--- src/rtl/dotp_pkg.sv ---
package dotp_pkg;

  localparam int LW = 16;

  typedef enum logic [1:0] {
    ST_COLLECT = 2'd0,
    ST_REDUCE  = 2'd1,
    ST_HOLD    = 2'd2
  } dotp_state_t;

  function automatic logic [LW-1:0] sat16(input logic signed [19:0] v);
    if (v > 20'sd32767)       return 16'h7fff;
    else if (v < -20'sd32768) return 16'h8000;
    else                      return v[LW-1:0];
  endfunction

endpackage

--- src/rtl/dotp_madd.sv ---
module dotp_madd #(
  parameter int BYTES = 16
) (
  input  logic [BYTES*8-1:0]          ub,
  input  logic [BYTES*8-1:0]          sb,
  output logic [(BYTES/2)*dotp_pkg::LW-1:0] pairs
);
  import dotp_pkg::*;
  localparam int PB = BYTES / 2;

  for (genvar j = 0; j < PB; j++) begin : g_pair
    logic signed [17:0] p0, p1;
    logic signed [19:0] sum;
    assign p0  = $signed({1'b0, ub[16*j +: 8]})   * $signed({sb[16*j+7], sb[16*j +: 8]});
    assign p1  = $signed({1'b0, ub[16*j+8 +: 8]}) * $signed({sb[16*j+15], sb[16*j+8 +: 8]});
    assign sum = 20'(p0) + 20'(p1);
    assign pairs[j*LW +: LW] = sat16(sum);
  end
endmodule

--- src/rtl/dotp_halve.sv ---
module dotp_halve #(
  parameter int N = 32
) (
  input  logic [N*dotp_pkg::LW-1:0] din,
  output logic [N*dotp_pkg::LW-1:0] dout
);
  import dotp_pkg::*;

  for (genvar i = 0; i < N/2; i++) begin : g_add
    logic signed [LW-1:0] a, b;
    logic signed [19:0]   s;
    assign a = $signed(din[(2*i)*LW +: LW]);
    assign b = $signed(din[(2*i+1)*LW +: LW]);
    assign s = 20'(a) + 20'(b);
    assign dout[i*LW +: LW] = sat16(s);
  end
  for (genvar i = N/2; i < N; i++) begin : g_zero
    assign dout[i*LW +: LW] = '0;
  end
endmodule

--- src/rtl/dotp_engine.sv ---
module dotp_engine #(
  parameter int BYTES = 16,
  parameter int BEATS = 4
) (
  input  logic                 clk,
  input  logic                 rst,
  input  logic                 s_valid,
  output logic                 s_ready,
  input  logic                 s_last,
  input  logic [BYTES*8-1:0]   s_ubytes,
  input  logic [BYTES*8-1:0]   s_sbytes,
  output logic                 m_valid,
  input  logic                 m_ready,
  output logic [15:0]          m_result,
  output logic                 m_done,
  output logic                 frame_err
);
  import dotp_pkg::*;

  localparam int PB     = BYTES / 2;
  localparam int NL     = PB * BEATS;
  localparam int LEVELS = $clog2(NL);
  localparam int CW     = (BEATS > 1) ? $clog2(BEATS) : 1;
  localparam int LVW    = $clog2(LEVELS + 1);
  localparam int PBW    = PB * LW;
  localparam int NLW    = NL * LW;

  dotp_state_t     st;
  logic [CW-1:0]   cnt;
  logic [LVW-1:0]  lvl;
  logic [NLW-1:0]  lanes;
  logic [PBW-1:0]  pairs;
  logic [NLW-1:0]  halved;
  logic            acc;
  logic            at_end;

  dotp_madd #(.BYTES(BYTES)) u_madd (
    .ub    (s_ubytes),
    .sb    (s_sbytes),
    .pairs (pairs)
  );

  dotp_halve #(.N(NL)) u_halve (
    .din  (lanes),
    .dout (halved)
  );

  assign s_ready = (st == ST_COLLECT);
  assign acc     = s_valid && s_ready;
  assign at_end  = (cnt == CW'(BEATS - 1));

  always_ff @(posedge clk) begin
    if (rst) begin
      st        <= ST_COLLECT;
      cnt       <= '0;
      lvl       <= '0;
      lanes     <= '0;
      m_valid   <= 1'b0;
      m_result  <= '0;
      m_done    <= 1'b0;
      frame_err <= 1'b0;
    end else begin
      m_done    <= 1'b0;
      frame_err <= 1'b0;
      case (st)
        ST_COLLECT: begin
          if (acc) begin
            if (s_last != at_end) begin
              frame_err <= 1'b1;
              cnt       <= '0;
              lanes     <= '0;
            end else begin
              lanes[cnt*PBW +: PBW] <= pairs;
              if (at_end) begin
                cnt <= '0;
                lvl <= '0;
                st  <= ST_REDUCE;
              end else begin
                cnt <= cnt + 1'b1;
              end
            end
          end
        end
        ST_REDUCE: begin
          lanes <= halved;
          if (lvl == LVW'(LEVELS - 1)) begin
            m_result <= halved[LW-1:0];
            m_valid  <= 1'b1;
            m_done   <= 1'b1;
            st       <= ST_HOLD;
          end else begin
            lvl <= lvl + 1'b1;
          end
        end
        ST_HOLD: begin
          if (m_ready) begin
            m_valid <= 1'b0;
            lanes   <= '0;
            st      <= ST_COLLECT;
          end
        end
        default: st <= ST_COLLECT;
      endcase
    end
  end
endmodule

--- config.mk ---
export PLATFORM = sky130hd
export DESIGN_NAME = dotp_engine
export DESIGN_NICKNAME = d
export VERILOG_FILES = /design/src/rtl/dotp_pkg.sv /design/src/rtl/dotp_madd.sv /design/src/rtl/dotp_halve.sv /design/src/rtl/dotp_engine.sv
export SDC_FILE = /design/constraint.sdc
export NUM_CORES = 2
export LEC_CHECK = 0
export BUFFER_PORTS_ARGS = -buffer_cell sky130_fd_sc_hd__buf_2
export CAP_MARGIN = 20
export CORE_AREA = 5 5 350 524
export CTS_BUF_LIST = sky130_fd_sc_hd__clkbuf_8
export CTS_CLUSTER_SIZE = 14
export DETAILED_ROUTE_END_ITERATION = 10
export DIE_AREA = 0 0 355 529
export GPL_TIMING_DRIVEN = 0
export MAX_ROUTING_LAYER = met4
export PLACE_DENSITY = 0.63
export SLEW_MARGIN = 20
export SYNTH_ARGS = -nofsm -noshare
export SYNTH_HDL_FRONTEND = slang
export SYNTH_SLANG_ARGS = --single-unit
--- constraint.sdc ---
create_clock -name clk -period 9.34 [get_ports clk]
set_input_delay 0.934 -clock clk [delete_from_list [all_inputs] [get_ports clk]]
set_output_delay 0.934 -clock clk [all_outputs]
set_load 0.005 [all_outputs]
==> impl_metrics.json <==
{
  "drv_cap": 0,
  "placementRows": 190,
  "hold_violations": 0,
  "finalSetupViolations": 0,
  "layout_commonest_cell": "inv_1",
  "layout.nets": 10652,
  "hpwlAfterDp_mm": 249.1,
  "dieArea_mm2": 0.1878,
  "r2r_start": "cnt[0]$_SDFFE_PP0P_",
  "drive_gt1_share_pct": 7.187,
  "cts_root_buffer": "clkbuf_8",
  "worstSetupPathType": "in -> reg",
  "fin_hold_ws_ps": 412.5,
  "synth-seq-cells": 538,
  "use_met2_pct": 52.99,
  "synth_flop_cell": "dfxtp_1",
  "io_pins": 281,
  "clock.fmax_mhz": 120.6,
  "drc": 0,
  "arrival_ps": 8980,
  "clk-insertion-delay-late_ps": 860,
  "cts_sinks": 538,
  "min_to": "cnt[1]$_SDFFE_PP0P_",
  "grt-ovfl-total": 0,
  "grt_max_degree": 14,
  "cts_tree": "yes",
  "mostFrequentLayoutCells": "1318 x inv_1, 836 x ha_1, 808 x fa_1",
  "vias": 63783,
  "syn_to_final_growth_pct": 9.557,
  "core_mm2": 0.1781,
  "worstHoldPathType": "in -> reg",
  "grt_usage_pct": 31.67,
  "grt-busiest-layer": "met2",
  "die_w_um": 355,
  "rr_worst_depth": 9,
  "cts_resized": 0,
  "status": "finished clean",
  "cts.htree.levels": 3,
  "synth-compound-area-share_pct": 18.84,
  "min_period_over_period_pct": 88.77,
  "routedWlPerCell_um": 26.31,
  "synth-xor-area-share_pct": 3.580,
  "fin_crit_ps": 8291,
  "synth_top_family_by_area": "adder cells",
  "path_clk_slew_ps": 70,
  "cp.required_ps": 10030,
  "met1_usage_pct": 32.86,
  "hp-start": "s_valid",
  "cts_buffer_depth": 3,
  "r2r-end": "lanes[220]$_SDFFE_PP0P_",
  "synth.avg_cell_area_um2": 8.485,
  "postRouteAntennaNets": 0,
  "stdcell_area_mm2": 0.07761,
  "syn_inst": 8349,
  "antenna_found_initial": 20,
  "cts_buffers": 94,
  "synth_edf_count": 0,
  "synth_cell_type_count": 110,
  "dr.pass1.iters": 8,
  "grt_pass1_wl_mm": 427.6,
  "final_max_slew_viol_count": 0,
  "grt_pass1_vias": 65605,
  "synth-simple-area-share_pct": 16.23,
  "netlist_area_mm2": 0.07084,
  "viasPerCell": 5.726,
  "drtIter0Drc": 4509,
  "postCtsSetupBuffers": 0,
  "grtUsageMet3_pct": 4.801,
  "initial_core_util_pct": 39.78,
  "startpoint_type": "input port",
  "worstMarginPinSlew_ps": 1418,
  "wirelength_mm": 293.1,
  "cts_hold_buf": 0,
  "holdPathStages": 3,
  "synthArstFlopShare_pct": 0,
  "rrSetupSlack_ps": 3980,
  "yosysSeqAreaShare_pct": 15.20,
  "place_area_mm2": 0.07549,
  "end_kind": "flip-flop",
  "fin_skew_ps": 64.39,
  "synthMuxAreaShare_pct": 0.2702,
  "gp_congestion": 1.109,
  "die_h_um": 529,
  "maxSlewHeadroom_pct": 5.442,
  "cp_max_fo": 10,
  "yosys_warnings": 0,
  "rsz0062_at_grt": "no",
  "syn_nets": 10254,
  "synth_fa_ha_area_share_pct": 37.66,
  "io_buffers": 279
}
[cell type report]
class / count / area, um2
Sequential cell: 538 / 10770
Timing Repair Buffer: 302 / 1635
Tap cell: 2304 / 2883
Multi-Input combinational cell: 6281 / 54370
Antenna cell: 14 / 35.03
Clock inverter: 40 / 266.5
Inverter: 1300 / 4880
Buffer: 230 / 964.7
Fill cell: 17953 / 100400
Clock buffer: 131 / 1803
[logic make-up (layout without fill, tap and decap cells)]
family / after synthesis / in the layout
compound gates: 2004 / 2004
other cells: 0 / 14
xor+xnor: 287 / 287
fa+ha+maj: 1648 / 1648
mux: 18 / 18
simple gates: 2324 / 2324
flops: 538 / 538
buf+inv: 1530 / 2003
[worst max path at each step]
stage / slack, ps / cells past startpoint / end / startpoint
floorplan: 2560 / 24 / lanes[35]$_SDFFE_PP0P_ / s_sbytes[47]
global placement: -20 / 23 / lanes[77]$_SDFFE_PP0P_ / s_sbytes[65]
detailed placement: 400 / 24 / lanes[13]$_SDFFE_PP0P_ / s_sbytes[15]
CTS: 1310 / 24 / lanes[13]$_SDFFE_PP0P_ / s_sbytes[15]
global route: 890 / 24 / lanes[5]$_SDFFE_PP0P_ / s_sbytes[15]
finish: 1050 / 24 / lanes[5]$_SDFFE_PP0P_ / s_sbytes[15]
[per-stage QoR]
step / std cells / worst slack [ps] / util, % / setup TNS, ps
after detailed placement: 10955 / 404.9 / 42.40 / 0
after global placement: 10932 / -18.72 / 42.19 / -18.72
after global routing: 11137 / 888.0 / 43.58 / 0
final: 11140 / 1049 / 43.59 / 0
after CTS: 11126 / 1311 / 43.56 / 0
after floorplan: 8349 / 2556 / - / 0
[metal layers]
layer  vias to the layer above  share of wire [%]
li1                      28911                  -
met1                     31547                 35
met2                      2399                 48
met3                       926                5.8
met4                         0                 11
met5                         -                  0
[synth_stat cells, drive strengths merged (24+ instances only)]
library cell / instances / area (um2)
a31oi: 130 / 832.1
a32oi: 28 / 252.8
fa: 808 / 16180
a22o: 87 / 762.0
nand2b: 110 / 688.2
xor2: 105 / 919.6
a41oi: 27 / 251.5
a21oi: 461 / 2333
o21a: 86 / 645.6
buf: 48 / 259.0
nand2: 739 / 2774
o21ai: 441 / 2218
a22oi: 114 / 855.8
nand3: 115 / 580.6
o211ai: 79 / 598.1
a21boi: 29 / 221.5
and3: 25 / 156.4
inv: 1300 / 4880
o221ai: 24 / 222.7
o22ai: 27 / 168.9
o31ai: 37 / 297.8
o21bai: 46 / 345.3
nor2: 421 / 1590
dfxtp: 538 / 10770
a221oi: 44 / 404.1
nor3: 91 / 470.5
ha: 836 / 10460
nor2b: 36 / 225.2
a21o: 129 / 968.4
clkbuf: 182 / 683.2
a211oi: 71 / 553.0
xnor2: 182 / 1617
or3: 34 / 212.7
and2: 656 / 4104
[worst max-delay path, cell delays in order]
cell	delay (ps)
buf_2	140
inv_1	220
nor2_1	90
fa_1	480
inv_1	50
fa_1	470
inv_1	50
fa_1	520
fa_1	430
fa_1	500
inv_1	50
fa_1	470
inv_1	40
ha_1	350
and3_1	200
a21boi_1	350
a2111oi_2	120
o21bai_1	220
a21oi_2	100
xnor2_2	750
clkbuf_1	810
a21boi_0	520
o21ai_0	920
a21oi_1	130
[registers in the layout, indices dropped and copies added (netlist names)]
signal,count
m_result,16
lanes,512
m_valid,1
st,2
m_done,1
lvl,3
cnt,2
frame_err,1
Power is not shown: default switching activity piles up to over one toggle a cycle in this logic, so the estimate is an artifact.
